==> config.mk <==
export PLATFORM = sky130hd
export DESIGN_NAME = amp_fault_guard
export DESIGN_NICKNAME = d
export VERILOG_FILES = /design/src/rtl/amp_fault_pkg.sv /design/src/rtl/amp_fault_datapath.sv /design/src/rtl/amp_fault_control.sv /design/src/rtl/amp_fault_guard.sv
export SDC_FILE = /design/constraint.sdc
export NUM_CORES = 1
export LEC_CHECK = 0
export BUFFER_PORTS_ARGS = -buffer_cell sky130_fd_sc_hd__buf_4
export CAP_MARGIN = 20
export CORE_UTILIZATION = 59
export CTS_CLUSTER_SIZE = 30
export DETAILED_ROUTE_END_ITERATION = 10
export PLACE_DENSITY = 0.78
export SLEW_MARGIN = 0
export SYNTH_ARGS = -nofsm -noshare
export SYNTH_HDL_FRONTEND = slang
export SYNTH_SLANG_ARGS = --single-unit
==> constraint.sdc <==
create_clock -name clk -period 2.4 [get_ports clk]
set_clock_uncertainty 0.05 [all_clocks]
set_input_delay 0.36 -clock clk [delete_from_list [all_inputs] [get_ports clk]]
set_output_delay 0.36 -clock clk [all_outputs]
set_load 0.02 [all_outputs]
==> src/rtl/amp_fault_pkg.sv <==
package amp_fault_pkg;

  localparam int NUM_HB = 4;

  typedef enum logic [1:0] {
    MODE_BRIDGED  = 2'b00,
    MODE_PARALLEL = 2'b01,
    MODE_SINGLE   = 2'b10,
    MODE_SINGLE_B = 2'b11
  } outMode_e;

  // Registered condition strobes handed from the datapath to the control.
  typedef struct packed {
    logic              warn1;
    logic              warn2;
    logic              overTemp;
    logic              supplyLow;
    logic [NUM_HB-1:0] bootLow;
    logic [NUM_HB-1:0] overload;
  } faultStrobes_t;

endpackage

==> src/rtl/amp_fault_datapath.sv <==
module amp_fault_datapath
  import amp_fault_pkg::*;
#(
  parameter int TEMP_W     = 8,
  parameter int WARN1_C    = 100,
  parameter int WARN2_C    = 125,
  parameter int HYST_C     = 25,
  parameter int ERR_C      = 155,
  parameter int OL_CYCLES  = 260000
) (
  input  logic              clk,
  input  logic              rstN,
  input  logic [TEMP_W-1:0] tempCode,
  input  logic              gateUv,
  input  logic              logicUv,
  input  logic [NUM_HB-1:0] ocFlag,
  input  logic [NUM_HB-1:0] bootUv,
  output faultStrobes_t     strobes
);

  localparam int OLW = $clog2(OL_CYCLES + 1);
  localparam logic [OLW-1:0]    OL_TERM  = OL_CYCLES[OLW-1:0];
  localparam logic [TEMP_W-1:0] W1_SET   = WARN1_C[TEMP_W-1:0];
  localparam logic [TEMP_W-1:0] W1_CLR   = (WARN1_C - HYST_C);
  localparam logic [TEMP_W-1:0] W2_SET   = WARN2_C[TEMP_W-1:0];
  localparam logic [TEMP_W-1:0] W2_CLR   = (WARN2_C - HYST_C);
  localparam logic [TEMP_W-1:0] ERR_TRIP = ERR_C[TEMP_W-1:0];

  logic warn1Q, warn2Q, overTempQ, supplyLowQ;
  logic [NUM_HB-1:0] bootLowQ;
  logic [NUM_HB-1:0] overloadHit;

  // Warning comparators with hysteresis: set above threshold, clear at or
  // below the lower bound, hold in between.
  always_ff @(posedge clk or negedge rstN) begin
    if (!rstN) begin
      warn1Q <= 1'b0;
      warn2Q <= 1'b0;
    end else begin
      if (tempCode > W1_SET)       warn1Q <= 1'b1;
      else if (tempCode <= W1_CLR) warn1Q <= 1'b0;
      if (tempCode > W2_SET)       warn2Q <= 1'b1;
      else if (tempCode <= W2_CLR) warn2Q <= 1'b0;
    end
  end

  always_ff @(posedge clk or negedge rstN) begin
    if (!rstN) begin
      overTempQ  <= 1'b0;
      supplyLowQ <= 1'b0;
      bootLowQ   <= '0;
    end else begin
      overTempQ  <= (tempCode >= ERR_TRIP);
      supplyLowQ <= gateUv | logicUv;
      bootLowQ   <= bootUv;
    end
  end

  // One overload timer per half-bridge; any gap in the flag restarts it.
  for (genvar g = 0; g < NUM_HB; g++) begin : g_olTimer
    logic [OLW-1:0] olCount;
    always_ff @(posedge clk or negedge rstN) begin
      if (!rstN)                  olCount <= '0;
      else if (!ocFlag[g])        olCount <= '0;
      else if (olCount != OL_TERM) olCount <= olCount + 1'b1;
    end
    assign overloadHit[g] = (olCount == OL_TERM);

    // Overload timer only reports after a clock on which the flag was high.
    assert_overload_needs_flag_R4: assert property (@(posedge clk) disable iff (!rstN)
      overloadHit[g] |-> $past(ocFlag[g]));
  end

  assign strobes.warn1     = warn1Q;
  assign strobes.warn2     = warn2Q;
  assign strobes.overTemp  = overTempQ;
  assign strobes.supplyLow = supplyLowQ;
  assign strobes.bootLow   = bootLowQ;
  assign strobes.overload  = overloadHit;

  assert_warn1_rise_above_R1: assert property (@(posedge clk) disable iff (!rstN)
    $rose(warn1Q) |-> ($past(tempCode) > W1_SET));

  assert_warn2_within_warn1_R2: assert property (@(posedge clk) disable iff (!rstN)
    warn2Q |-> warn1Q);

endmodule

==> src/rtl/amp_fault_control.sv <==
module amp_fault_control
  import amp_fault_pkg::*;
(
  input  logic              clk,
  input  logic              rstN,
  input  logic [1:0]        modeSel,
  input  faultStrobes_t     strobes,
  output logic [NUM_HB-1:0] hizEn,
  output logic              sdN,
  output logic              otw1N,
  output logic              otw2N
);

  logic              otLatch;
  logic [NUM_HB-1:0] olLatch;
  logic [NUM_HB-1:0] spreadHiz;
  logic [NUM_HB-1:0] hizNext;
  logic              sdNext;
  logic              parallelMode;

  assign parallelMode = (outMode_e'(modeSel) == MODE_PARALLEL);

  // Latched faults: cleared only by reset.
  always_ff @(posedge clk or negedge rstN) begin
    if (!rstN) begin
      otLatch <= 1'b0;
      olLatch <= '0;
    end else begin
      if (strobes.overTemp) otLatch <= 1'b1;
      olLatch <= olLatch | strobes.overload;
    end
  end

  // Mode-dependent spreading of a latched overload.
  for (genvar g = 0; g < NUM_HB; g++) begin : g_spread
    localparam int PAIR_LO = (g / 2) * 2;
    always_comb begin
      if (parallelMode) spreadHiz[g] = |olLatch;
      else              spreadHiz[g] = olLatch[PAIR_LO] | olLatch[PAIR_LO + 1];
    end
  end

  always_comb begin
    hizNext = spreadHiz | strobes.bootLow;
    if (strobes.supplyLow || otLatch) hizNext = '1;
    sdNext = !(strobes.supplyLow || otLatch || (|olLatch));
  end

  always_ff @(posedge clk or negedge rstN) begin
    if (!rstN) begin
      hizEn <= '1;
      sdN   <= 1'b1;
      otw1N <= 1'b1;
      otw2N <= 1'b1;
    end else begin
      hizEn <= hizNext;
      sdN   <= sdNext;
      otw1N <= !strobes.warn1;
      otw2N <= !strobes.warn2;
    end
  end

  assert_ot_error_shuts_all_R3: assert property (@(posedge clk) disable iff (!rstN)
    otLatch |=> (!sdN && (hizEn == '1)));

  assert_shutdown_covers_pair_R5: assert property (@(posedge clk) disable iff (!rstN)
    !sdN |-> ($countones(hizEn) >= 2));

  assert_ot_latch_holds_R3: assert property (@(posedge clk) disable iff (!rstN)
    otLatch |=> otLatch);

endmodule

==> src/rtl/amp_fault_guard.sv <==
module amp_fault_guard
  import amp_fault_pkg::*;
#(
  parameter int TEMP_W    = 8,
  parameter int WARN1_C   = 100,
  parameter int WARN2_C   = 125,
  parameter int HYST_C    = 25,
  parameter int ERR_C     = 155,
  parameter int OL_CYCLES = 260000
) (
  input  logic              clk,
  input  logic              rstN,
  input  logic [TEMP_W-1:0] tempCode,
  input  logic              gateUv,
  input  logic              logicUv,
  input  logic [3:0]        ocFlag,
  input  logic [3:0]        bootUv,
  input  logic [1:0]        modeSel,
  output logic [3:0]        hizEn,
  output logic              sdN,
  output logic              otw1N,
  output logic              otw2N
);

  faultStrobes_t strobes;

  amp_fault_datapath #(
    .TEMP_W(TEMP_W), .WARN1_C(WARN1_C), .WARN2_C(WARN2_C),
    .HYST_C(HYST_C), .ERR_C(ERR_C), .OL_CYCLES(OL_CYCLES)
  ) i_datapath (
    .clk(clk), .rstN(rstN), .tempCode(tempCode),
    .gateUv(gateUv), .logicUv(logicUv),
    .ocFlag(ocFlag), .bootUv(bootUv), .strobes(strobes)
  );

  amp_fault_control i_control (
    .clk(clk), .rstN(rstN), .modeSel(modeSel), .strobes(strobes),
    .hizEn(hizEn), .sdN(sdN), .otw1N(otw1N), .otw2N(otw2N)
  );

endmodule

# Yosys cells after proc, flatten, opt, wreduce, memory -nomap -nowiden
# Index checks and enable logic that the tools add are counted.
# W data, S select, Z words.
[op_classes]
addsub = 4
magnitude_cmp = 5
eq_ne = 13
muxes = 15
n_bitwise = 5
n_reduce_logical = 8
[op_table]
columns = ["op", "count"]
rows = [
  ["$mux W18", 8],
  ["$add A18 B1 Y18 const B", 4],
  ["$eq A18 B18 Y1 const B", 4],
  ["$ne A18 B18 Y1 const B", 4],
  ["$gt A8 B7 Y1 const B", 2],
  ["$le A8 B7 Y1 const B", 2],
  ["$ge A8 B8 Y1 const B", 1],
  ["$ne A2 B1 Y1 const B", 4],
  ["$or A4 B4 Y4", 2],
  ["$mux W1", 6],
  ["$mux W4", 1],
  ["$reduce_bool A2 Y1", 2],
  ["$reduce_or A4 Y1", 1],
  ["$logic_not A1 Y1", 3],
  ["$or A1 B1 Y1", 3],
  ["$eq A2 B1 Y1 const B", 1],
  ["$logic_or A1 B1 Y1", 2],
]
[totals]
ff_bits = 92
input_bits = 22
output_inout_bits = 7
word_cells = 65

# Logic depth before layout (Yosys ltp)
# Gate-level depths: netlist of the first run.
[logic_depth]
depth_word = 4
depth_mapped = 6
ltp_nobuf = 6

# Modules after synthesis
# A second synthesis of the first run with hierarchy kept.
[hier_totals]
hier_cells = 466
area_unflattened_um2 = 4578.1
[modules_own_cells]
columns = ["mod", "instances", "cells_each", "area_each_um2", "seq_area_each_um2"]
rows = [
  ["amp_fault_datapath", 1, 433, 4131.5, 2001.9],
  ["amp_fault_control", 1, 33, 446.7, 309.0],
]

# Worst setup path before layout of the first run
# OpenSTA, ideal clock, no wires.
[synth_path]
kind = "reg-to-reg"
start = "register i_datapath.g_olTimer[2].olCount[0]"
end = "register i_datapath.g_olTimer[2].olCount[2]"
setup_time_ps = 124
arrival_ps = 1810
required_time_ps = 2226
slack_ps = 416
path_stages_with_launch = 7
n_path_buf = 0
synth_period_minus_slack_ps = 1984
cell_sequence = "dfrtp_1 -> inv_1 -> ha_1 -> or4b_2 -> or3_1 -> o211ai_1 -> a21oi_1"
[synth_via]
elab_chain_len = 3
word_cells_on_any_way = 5
classes_between = "add/sub: 1; eq/ne: 2; mux: 2"
[synth_lines]
columns = ["element", "line", "text"]
rows = [
  ["start, declared", "amp_fault_datapath.sv:61", "logic [OLW-1:0] olCount;"],
  ["start signal, assigned", "amp_fault_datapath.sv:65", "else if (olCount != OL_TERM) olCount <= olCount + 1'b1;"],
  ["$add A18 B1 Y18", "amp_fault_datapath.sv:65", ""],
  ["$mux W18", "amp_fault_datapath.sv:65", ""],
  ["$mux W18", "amp_fault_datapath.sv:64", "else if (!ocFlag[g]) olCount <= '0;"],
]
# Several ways; a longest one is shown, not always the timed one. The select of a mux whose other input is x is not followed.
# A chain may end at the register's enable or synchronous reset.

# Final worst setup path of the first run
[layout_path]
start = "register i_datapath.g_olTimer[2].olCount[0]"
end = "register i_datapath.g_olTimer[2].olCount[1]"
# Same word-level chain as after synthesis.

==> results of run 1 <==
==> path summary, 6_finish.rpt <==
path | slack, ns | cells after the start | from | endpoint
hold / removal | 0.04 | 1 | bootUv[2] | i_datapath.bootLowQ[2]$_DFF_PN0_
setup reg to reg | 0.23 | 6 | i_datapath.g_olTimer[2].olCount[0]$_DFFE_PN0P_ | i_datapath.g_olTimer[2].olCount[1]$_DFFE_PN0P_
max in group asynchronous | 1.07 | 3 | rstN | i_control.sdN$_DFF_PN1_
min in group asynchronous | 0.48 | 2 | rstN | i_datapath.g_olTimer[1].olCount[7]$_DFFE_PN0P_
setup / recovery | 0.23 | 6 | i_datapath.g_olTimer[2].olCount[0]$_DFFE_PN0P_ | i_datapath.g_olTimer[2].olCount[1]$_DFFE_PN0P_
hold reg to reg | 0.37 | 1 | i_datapath.warn1Q$_DFFE_PN0P_ | i_control.otw1N$_DFF_PN1_
==> cell families (layout without fill, tap and decap cells) <==
| family | count (synthesis) | count (layout) | share of synthesized area |
|---|---|---|---|
| xor+xnor | 39 | 39 | 0.0742 |
| mux | 6 | 6 | 0.0131 |
| simple gates | 216 | 216 | 0.272 |
| flops | 92 | 92 | 0.502 |
| buf+inv | 32 | 75 | 0.0264 |
| compound gates | 66 | 66 | 0.0903 |
| fa+ha+maj | 8 | 8 | 0.0218 |
==> worst reg2reg max path, delay by kind of cell (launching register included) <==
family                   cells  cell delay [ns]
buffers and inverters        1             0.11
AO/OA/AOI/OAI                2             0.28
adder cells (fa/ha/maj)      1             0.14
flip-flops                   1             0.45
AND/OR/NAND/NOR              2             1.00
==> synth_stat cells, types with 3 or more instances <==
cell      instances
a21boi_0         12
a21oi_1          10
a31oi_1           3
and2_1           21
and3_1           10
and4_1            3
clkbuf_1          4
dfrtp_1          85
dfstp_2           7
ha_1              8
inv_1            26
mux2i_1           6
nand2_1          26
nand2b_1          9
nand3_1          33
nand4_1          13
nor2_1           28
nor3_1           18
nor4_1            8
o21ai_0          24
or2_2             7
or3_1            17
xnor2_1          21
xor2_1           18
==> power by group through the flow <==
stage | clock, mW | sequential, mW | combinational, mW
3_5_place_dp | 0 | 1.64 | 0.161
5_1_grt | 1.13 | 1.61 | 0.182
4_1_cts | 1.06 | 1.61 | 0.163
6_report | 1.05 | 1.61 | 0.159
2_1_floorplan | 0 | 1.63 | 0.0662
3_3_place_gp | 0 | 1.63 | 0.152
==> stage by stage <==
stage | total power [mW] | hold slack (ns) | instances
floorplan | 1.70 | 0.0144 | 459
global placement | 1.79 | 0.351 | 584
detailed placement | 1.80 | 0.355 | 584
CTS | 2.83 | 0.0264 | 601
global route | 2.93 | 0.0176 | 601
finish | 2.81 | 0.0374 | 601
==> metal layers <==
layer,track usage,vias up
li1,-,1701
met1,0.298,1716
met2,0.415,76
met3,0.0530,21
met4,0.110,0
met5,0,-
==> state kept, by name (all words and copies together) (netlist names) <==
register and flops:
i_datapath.warn2Q 1, i_datapath.warn1Q 1, i_datapath.supplyLowQ 1, i_datapath.bootLowQ 4, i_datapath.g_olTimer.olCount 72, i_datapath.overTempQ 1, i_control.sdN 1, i_control.otLatch 1
i_control.hizEn 4, i_control.otw1N 1, i_control.olLatch 4, i_control.otw2N 1
==> layout make-up <==
cell class	instances	area (µm²)
sequential	92	2310
multi-input combinational	335	2170
fill	583	2260
inverter	26	97.6
tap	99	124
timing repair buffer	33	250
clock inverter	6	65.1
clock buffer	10	128
==> summary.md, run 1 <==
| Metric | Value |
|---|---|
| DRC violations left | `0` |
| Core Box Area | `7410 µm²` |
| Final Max Slew Viols | `0` |
| CTS Buf Count | `9` |
| DR WL met2 | `~4500 µm` |
| Inserted Diodes | `0` |
| Async set-reset flop share out of synthesis | `1.00` |
| Die W | `90.3 µm` |
| Initial antenna violation count | `0` |
| Startpoint types | `flop` |
| Layout Utilization | `0.694` |
| CTS clk-pin slew, worst paths | `0.10 ns` |
| DP Wirelength | `6400 µm` |
| Leakage dissipation | `between 2 and 2.5 nW` |
| Top sig layer | `met4` |
| Ports | `29` |
| Critical path type | `reg2reg` |
| Synth top area share | `0.462` |
| Mapped cell area | `around 4600 µm²` |
| CP max stage cell | `or4b_2` |
| P&R area growth vs syn | `11.8%` |
| Die ar. | `8150 µm²` |
| CP top delay family | `simple AND/OR/NAND/NOR gates` |
| Worst path buffer plus inverter count | `1` |
| Final period utilization | `0.904` |
| Total length of routed wires | `~9000 µm` |
| Setup_tns | `0 ns` |
| Pre-CTS setup slack | `0.284 ns` |
| Layout Nets | `527` |
| Sw Share | `0.244` |
| Worst-path cell chain | `inv_1 -> ha_1 -> or4b_2 -> or3_1 -> o21ai_0 -> a21oi_1` |
| CTS H-tree lvls | `3` |
| Peak supply drop | `0.370 mV` |
| Max-Cap Viols | `0` |
| Worst path arrival time | `2.35 ns` |
| Initial core utilization | `0.621` |
| Combinational power share | `0.056` |
| Largest net degree at the start of global routing | `50` |
| Clock Sinks | `92` |
| Clock share of power | `0.372` |
| Sequential share of power | `0.571` |
| Post-cts sizing count | `0` |
| WL met1 | `about 4100 µm` |
| Post-Syn Instances | `459` |
| Via/cell ratio | `5.85` |
| Worst min-delay path class | `in2reg` |
| Number of global-route vias before repair | `3559` |
| Synth Warn # | `0` |
| GR Util All Layers | `0.244` |
| Post-CTS Hold Buffers | `1` |
| First drt pass iteration count | `4` |
| Commonest non-fill, non-tap cell in the layout | `dfrtp_1` |
| Avg Inst Size Synth | `between 10 and 15 µm²` |
| Flop and latch count out of synthesis | `92` |
| Post-CTS Setup Inserts | `0` |
| Endpoint type of the worst setup path | `flop` |
| Final Hold Vio Count | `0` |
| Outcome | `finished clean` |
| Most frequent cells in the layout | `dfrtp_1, nand3_1, buf_4, nor2_1` |
| RSZ-0062 raised after global routing | `false` |
| DRT iter0 DRCs | `181` |
| Power per standard cell area | `547 nW/µm²` |
| Final worst setup slack | `0.230 ns` |
| Req. time, crit path | `2.58 ns` |
| Min Clock Period, post-route | `2.17 ns` |
| Worst-Skew Late Latency | `0.37 ns` |
| PortBufs | `28` |
| TritonCTS clock tree | `built` |
| Top_reg_cell synth | `dfrtp_1` |
| Top cells by area, synth | `dfrtp_1, dfstp_2, xnor2_1, nand3_1, xor2_1` |
| Least-Margin Pin Slew | `0.626 ns` |
| First-pass GRT wire length | `between 15000 and 20000 µm` |
| Vias | `3514` |
| Achievable frequency | `461 MHz` |
| Total grt overflow | `0` |
| Die Y | `around 90 µm` |
| Count of different cell masters after synthesis | `54` |
| Worst path max stage delay | `0.59 ns` |
| Sw Pwr | `0.687 mW` |
| Final setup viols | `0` |
| Average wire per standard cell | `~15 µm` |
| FP Rows | `31` |
| Critical Path Fanout Max | `6` |
| Cell Int Power | `2.13 mW` |
| Met3 wire length | `354 µm` |
| Max Root-Sink Buffers | `2` |
| Post-Syn Nets | `489` |
| GP Congestion | `0.837` |
| Dpl cell area | `4940 µm²` |
| Post-route ant nets | `0` |
| Cell taking the most area after synthesis | `dfrtp_1` |
| Finished Cell Area | `between 5000 and 6000 µm²` |
| EDFF count, synth | `0` |
| Slew headroom | `0.583` |
| Share of cells above drive strength 1 | `0.149` |
| Root Driver | `clkbuf_8` |
| Register area share after synthesis | `0.502` |
(Power assumes the default switching activity.)
==> inputs of run 2 (changes only) <==
CORE_MARGIN = 5   (was default)
GPL_TIMING_DRIVEN = 0   (was default)
PLACE_DENSITY = 0.76   (was 0.78)
==> run 2 against run 1 <==
Register-to-register slack about the same. Worst setup slack worse by 0.010 ns. Via count down 2.4%. Critical path depth unchanged. Clock power down 8%. Global-route usage down 5.4 points. Combinational power up 3%. Sequential power about the same. Critical path type unchanged. Largest power group unchanged.
==> summary.md, run 2 (synthesis gave the netlist of run 1 again) <==
| Metric | Value |
|---|---|
| Final period utilization | `0.908 (+0.00420)` |
| CTS H-tree lvls | `3 (unchanged)` |
| Power per standard cell area | `531 nW/µm² (-3.0%)` |
| Sw Pwr | `0.702 mW (+2.3%)` |
| Max Root-Sink Buffers | `2 (unchanged)` |
| Met3 Use GR | `0.0586 (+0.00554)` |
| Min Clock Period, post-route | `2.18 ns (+0.0101 ns)` |
| Sw Share | `0.257 (+0.0125)` |
| Initial core utilization | `0.602 (-0.0194)` |
| Peak supply drop | `0.322 mV (-13%)` |
| Post-route ant nets | `0 (unchanged)` |
| Worst r2r dst | `i_datapath.g_olTimer[2].olCount[2]$_DFFE_PN0P_` |
| Finished Cell Area | `5160 µm² (+0.29%)` |
| Ports | `29 (unchanged)` |
| Least-Margin Pin Slew | `0.498 ns (-0.128 ns)` |
| TritonCTS clock tree | `built` |
| First-pass GRT wire length | `15200 µm (-4.3%)` |
| Critical path type | `reg2reg` |
| M1 GR Usage | `0.257 (-0.0413)` |
| Worst min-delay path class | `in2reg` |
| Filler cells | `607 (+4.1%)` |
| Final setup viols | `0 (unchanged)` |
| Reg2reg start | `i_datapath.g_olTimer[2].olCount[0]$_DFFE_PN0P_` |
| PortBufs | `28 (unchanged)` |
| Pre-CTS setup slack | `0.285 ns (+0.000747 ns)` |
| Worst path arrival time | `2.38 ns (+0.03 ns)` |
| DRT iter0 DRCs | `97 (-46%)` |
| Vias | `3431 (-2.4%)` |
| GR Util All Layers | `0.190 (-0.0540)` |
| Achievable frequency | `459 MHz (-0.46%)` |
| GP Congestion | `0.822 (-1.8%)` |
| Outcome | `finished clean` |
| RSZ-0062 raised after global routing | `false` |
| R2R cell count | `6 (unchanged)` |
| Largest net degree at the start of global routing | `72 (+44%)` |
| P&R area growth vs syn | `12.1%` |
| Initial antenna violation count | `0 (unchanged)` |
| Met2 Use GR | `0.296 (-0.119)` |
| Inserted Diodes | `0 (unchanged)` |
| Clock Sinks | `92 (unchanged)` |
| Die W | `98.3 µm (+8.9%)` |
| Endpoint type of the worst setup path | `flop` |
| Min-Delay Endpoint | `i_datapath.bootLowQ[3]$_DFF_PN0_` |
| Hold path depth | `1 (unchanged)` |
| Root Driver | `clkbuf_8` |
| CTS Buf Count | `9 (unchanged)` |
| Layout Nets | `530 (+0.57%)` |
| DRC violations left | `0 (unchanged)` |
| Final Hold Vio Count | `0 (unchanged)` |
| Core Box Area | `7650 µm² (+3.2%)` |
| Post-CTS Hold Buffers | `1 (unchanged)` |
| Average wire per standard cell | `14.2 µm (-6.7%)` |
| Dpl cell area | `4970 µm² (+0.51%)` |
| Die ar. | `9660 µm² (+19%)` |
| Total grt overflow | `0 (unchanged)` |
| Max-Cap Viols | `0 (unchanged)` |
| Setup_tns | `0 ns (unchanged)` |
| Worst-Skew Late Latency | `0.37 ns (about the same)` |
| Clock share of power | `0.354 (-0.018)` |
| Commonest non-fill, non-tap cell in the layout | `dfrtp_1` |
| Largest reg by FF count | `i_datapath.g_olTimer.olCount` |
| Leakage dissipation | `2.18 nW (-0.48%)` |
| Post-cts sizing count | `0 (unchanged)` |
| Tot Pwr | `2.74 mW (-2.7%)` |
| Share of cells above drive strength 1 | `0.147 (-0.00287)` |
| FP Rows | `32 (+3.2%)` |
| CTS clk-pin slew, worst paths | `0.09 ns (about the same)` |
| Critical Path Fanout Max | `6 (unchanged)` |
| Combinational power share | `0.059 (+0.003)` |
| Startpoint types | `flop` |
| Most frequent cells in the layout | `dfrtp_1, nand3_1, nor2_1, buf_4` |
| Total length of routed wires | `8590 µm (-5.8%)` |
| Number of global-route vias before repair | `3360 (-5.6%)` |
| Final worst setup slack | `0.220 ns (-0.0101 ns)` |
| Max FFs per register | `72 (unchanged)` |
| Final hold slack | `0.0525 ns (+0.0150 ns)` |
| Final Max Slew Viols | `0 (unchanged)` |
| Via/cell ratio | `5.65 (-3.3%)` |
| Hold Startpoint | `bootUv[3]` |
| Post-CTS Setup Inserts | `0 (unchanged)` |
| DP Wirelength | `6090 µm (-4.8%)` |
| Sequential share of power | `0.586 (+0.015)` |
| Cell Int Power | `2.04 mW (-4.3%)` |
| Reg2reg setup slack | `0.22 ns (about the same)` |
| First drt pass iteration count | `5 (+1)` |
| Req. time, crit path | `2.60 ns (+0.02 ns)` |
| Slew headroom | `0.664 (+0.0811)` |
| Most used routing layer | `met2` |
| Die Y | `98.3 µm (+8.9%)` |
## run 2: final cells by class
type	count	area [µm²]	area share
Multi-Input combinational cell	335	2170	0.420
Inverter	26	97.6	0.0189
Clock inverter	7	58.8	0.0114
Clock buffer	9	124	0.0240
Timing Repair Buffer	30	248	0.0480
Sequential cell	92	2310	0.448
Buffer	6	23.8	0.00461
Tap cell	102	128	0.0247
## run 2: power by group through the flow
| stage | clock [mW] | sequential, mW | combinational (mW) |
|---|---|---|---|
| after global routing | 1.07 | 1.61 | 0.187 |
| final | 0.970 | 1.61 | 0.163 |
| after detailed placement | 0 | 1.63 | 0.164 |
| after global placement | 0 | 1.63 | 0.152 |
| after CTS | 0.995 | 1.61 | 0.166 |
| after floorplan | 0 | 1.63 | 0.0662 |
## run 2: per-stage QoR
step / util / std cells
global route: 0.675 / 607
global placement: 0.646 / 589
finish: 0.675 / 607
CTS: 0.675 / 607
floorplan: - / 459
detailed placement: 0.649 / 590
## run 2: worst max-delay path by stage
stage / start / end
final: i_datapath.g_olTimer[2].olCount[0]$_DFFE_PN0P_ / i_datapath.g_olTimer[2].olCount[2]$_DFFE_PN0P_
after global routing: i_datapath.g_olTimer[3].olCount[0]$_DFFE_PN0P_ / i_datapath.g_olTimer[3].olCount[9]$_DFFE_PN0P_
after CTS: i_datapath.g_olTimer[2].olCount[0]$_DFFE_PN0P_ / i_datapath.g_olTimer[2].olCount[2]$_DFFE_PN0P_
after detailed placement: i_datapath.g_olTimer[3].olCount[0]$_DFFE_PN0P_ / i_datapath.g_olTimer[3].olCount[9]$_DFFE_PN0P_
after global placement: i_datapath.g_olTimer[2].olCount[0]$_DFFE_PN0P_ / i_datapath.g_olTimer[2].olCount[2]$_DFFE_PN0P_
after floorplan: i_datapath.g_olTimer[2].olCount[0]$_DFFE_PN0P_ / i_datapath.g_olTimer[2].olCount[2]$_DFFE_PN0P_
## run 2: layer usage
layer  vias to the layer above  routed length, µm
li1                       1704                  -
met1                      1640               4040
met2                        77               3980
met3                        10                448
met4                         0                123
met5                         -                  0
## run 2: critical path: stages (launching register included)
cell and delay, ns:
dfrtp_1 0.46, inv_1 0.12, ha_1 0.14, or4b_2 0.60, or3_1 0.41, o211ai_1 0.20
a21oi_1 0.09
==> inputs of run 3 (changes only) <==
PLACE_DENSITY = 0.88   (was 0.76)
==> run 3 against run 2 <==
Critical endpoint unchanged. Final cell count did not move. Core utilization about the same. Critical path type unchanged. Hold slack improved by 0.0037 ns. Clock power about the same. Routed wire length is 4.9% higher.
==> summary.md, run 3 (synthesis gave the netlist of run 1 again) <==
| Metric | Value |
|---|---|
| DRC violations left | `0 (unchanged)` |
| Inserted Diodes | `0 (unchanged)` |
| Largest net degree at the start of global routing | `93 (+29%)` |
| Share of cells above drive strength 1 | `0.147 (unchanged)` |
| Worst min-delay path class | `in2reg` |
| Max Root-Sink Buffers | `2 (unchanged)` |
| Post-cts sizing count | `0 (unchanged)` |
| CTS clk-pin slew, worst paths | `0.09 ns (about the same)` |
| PortBufs | `28 (unchanged)` |
| Clock Sinks | `92 (unchanged)` |
| Average wire per standard cell | `14.8 µm (+4.9%)` |
| Number of global-route vias before repair | `3454 (+2.8%)` |
| Max FFs per register | `72 (unchanged)` |
| Layout Nets | `530 (unchanged)` |
| FP Rows | `32 (unchanged)` |
| Total length of routed wires | `9010 µm (+4.9%)` |
| Initial antenna violation count | `0 (unchanged)` |
| Ports | `29 (unchanged)` |
| Critical Path Fanout Max | `6 (unchanged)` |
| Total grt overflow | `0 (unchanged)` |
| Endpoint type of the worst setup path | `flop` |
| Worst-Skew Late Latency | `0.35 ns (-0.02 ns)` |
| Root Driver | `clkbuf_8` |
| Largest reg by FF count | `i_datapath.g_olTimer.olCount` |
| Pre-CTS setup slack | `0.307 ns (+0.0218 ns)` |
| Final Hold Vio Count | `0 (unchanged)` |
| Post-CTS Hold Buffers | `0 (-1)` |
| First drt pass iteration count | `4 (-1)` |
| Vias | `3546 (+3.4%)` |
| Most frequent cells in the layout | `dfrtp_1, nand3_1, nor2_1, buf_4` |
| Layout Utilization | `0.674 (about the same)` |
| Core Box Area | `7650 µm² (unchanged)` |
| Final setup viols | `0 (unchanged)` |
| DP Wirelength | `6290 µm (+3.2%)` |
| GR Util All Layers | `0.195 (+0.00496)` |
| Max-Cap Viols | `0 (unchanged)` |
| First-pass GRT wire length | `15600 µm (+2.7%)` |
| Power per standard cell area | `531 nW/µm² (about the same)` |
| CTS H-tree lvls | `3 (unchanged)` |
| Die W | `98.3 µm (unchanged)` |
| Commonest non-fill, non-tap cell in the layout | `dfrtp_1` |
| TritonCTS clock tree | `built` |
| Setup_tns | `0 ns (unchanged)` |
| Post-route ant nets | `0 (unchanged)` |
| Worst path buffer plus inverter count | `1 (unchanged)` |
| Achievable frequency | `472 MHz (+2.9%)` |
| Outcome | `finished clean` |
| P&R area growth vs syn | `12.1% (about the same)` |
| Finished Cell Area | `5160 µm² (about the same)` |
| CP max stage cell | `or4b_2` |
| Dpl cell area | `4940 µm² (-0.55%)` |
| CTS Buf Count | `9 (unchanged)` |
| Via/cell ratio | `5.84 (+3.4%)` |
| Least-Margin Pin Slew | `0.465 ns (-0.0327 ns)` |
| Worst-path cell chain | `inv_1 -> ha_1 -> or4b_2 -> or3_1 -> o211ai_1 -> a21oi_1` |
| Final Max Slew Viols | `0 (unchanged)` |
| Startpoint types | `flop` |
| Post-CTS Setup Inserts | `0 (unchanged)` |
| Slew headroom | `0.688 (+0.0237)` |
| Tot Pwr | `2.74 mW (about the same)` |
| Initial core utilization | `0.602 (unchanged)` |
| Die ar. | `9660 µm² (unchanged)` |
| Final worst setup slack | `0.282 ns (+0.0621 ns)` |
| Req. time, crit path | `2.59 ns (about the same)` |
| DRT iter0 DRCs | `199 (+110%)` |
| Worst path arrival time | `2.31 ns (-0.07 ns)` |
| RSZ-0062 raised after global routing | `false` |
| Min Clock Period, post-route | `2.12 ns (-0.0621 ns)` |
| Peak supply drop | `0.354 mV (+10%)` |
| Leakage dissipation | `2.20 nW (+0.67%)` |
| Final period utilization | `0.883 (-0.0259)` |
| Critical path type | `reg2reg` |
| Die Y | `98.3 µm (unchanged)` |
| Worst path max stage delay | `0.59 ns (about the same)` |
| CP top delay family | `simple AND/OR/NAND/NOR gates` |
| GP Congestion | `0.899 (+9.5%)` |
run 3: cell types whose count changed in the layout (fill, tap and decap cells not counted):
cell	previous run	this run
clkinv_2	0	1
clkinvlp_4	4	0
inv_8	1	0
clkinv_4	0	2
inv_6	2	4
run 3: routing by layer:
| metal | vias to the layer above | wire (µm) | track usage | part of all wire |
|---|---|---|---|---|
| met5 | - | 0 | 0 | 0 |
| met4 | 0 | 98 | 0.0546 | 0.011 |
| met3 | 9 | 472 | 0.0514 | 0.052 |
| met2 | 93 | 4440 | 0.315 | 0.49 |
| met1 | 1740 | 4000 | 0.262 | 0.44 |
| li1 | 1704 | - | - | - |
run 3: through the flow:
step / hold slack, ns / instances
6_report: 0.0561 / 607
5_1_grt: 0.0305 / 607
4_1_cts: 0.0366 / 605
3_5_place_dp: 0.364 / 589
3_3_place_gp: 0.351 / 589
2_1_floorplan: 0.0144 / 459
run 3: area by class of cell:
type	count	area (µm²)
plain buffers	6	23.8
clock buffers	9	124
clock inverters	7	57.6
fillers	575	2490
inverters	26	97.6
multi-input cells	335	2170
flip-flops and latches	92	2310
well taps	102	128
repair buffers	30	248
run 3: power breakdown:
part | internal (mW) | leakage [nW] | switching [mW]
Combinational | 0.0687 | 0.876 | 0.0927
Clock | 0.393 | 0.0950 | 0.575
Sequential | 1.58 | 1.23 | 0.0315
run 3: worst reg2reg max path: cells and delay by family, from the launching register on:
family | cells | cell delay (ns)
AO/OA/AOI/OAI | 2 | 0.26
adder cells (fa/ha/maj) | 1 | 0.14
buffers and inverters | 1 | 0.11
flip-flops | 1 | 0.46
AND/OR/NAND/NOR | 2 | 1.00
run 3: path summary, 6_finish.rpt:
check	start	endpoint	slack [ns]	depth (start not counted)
worst max-delay path	i_datapath.g_olTimer[2].olCount[0]$_DFFE_PN0P_	i_datapath.g_olTimer[2].olCount[2]$_DFFE_PN0P_	0.28	6
worst min-delay path	bootUv[1]	i_datapath.bootLowQ[1]$_DFF_PN0_	0.06	1
worst max register to register	i_datapath.g_olTimer[2].olCount[0]$_DFFE_PN0P_	i_datapath.g_olTimer[2].olCount[2]$_DFFE_PN0P_	0.28	6
worst min register to register	i_datapath.warn1Q$_DFFE_PN0P_	i_control.otw1N$_DFF_PN1_	0.37	1
max in group asynchronous	rstN	i_control.otw1N$_DFF_PN1_	1.25	3
min in group asynchronous	rstN	i_datapath.g_olTimer[1].olCount[7]$_DFFE_PN0P_	0.39	2
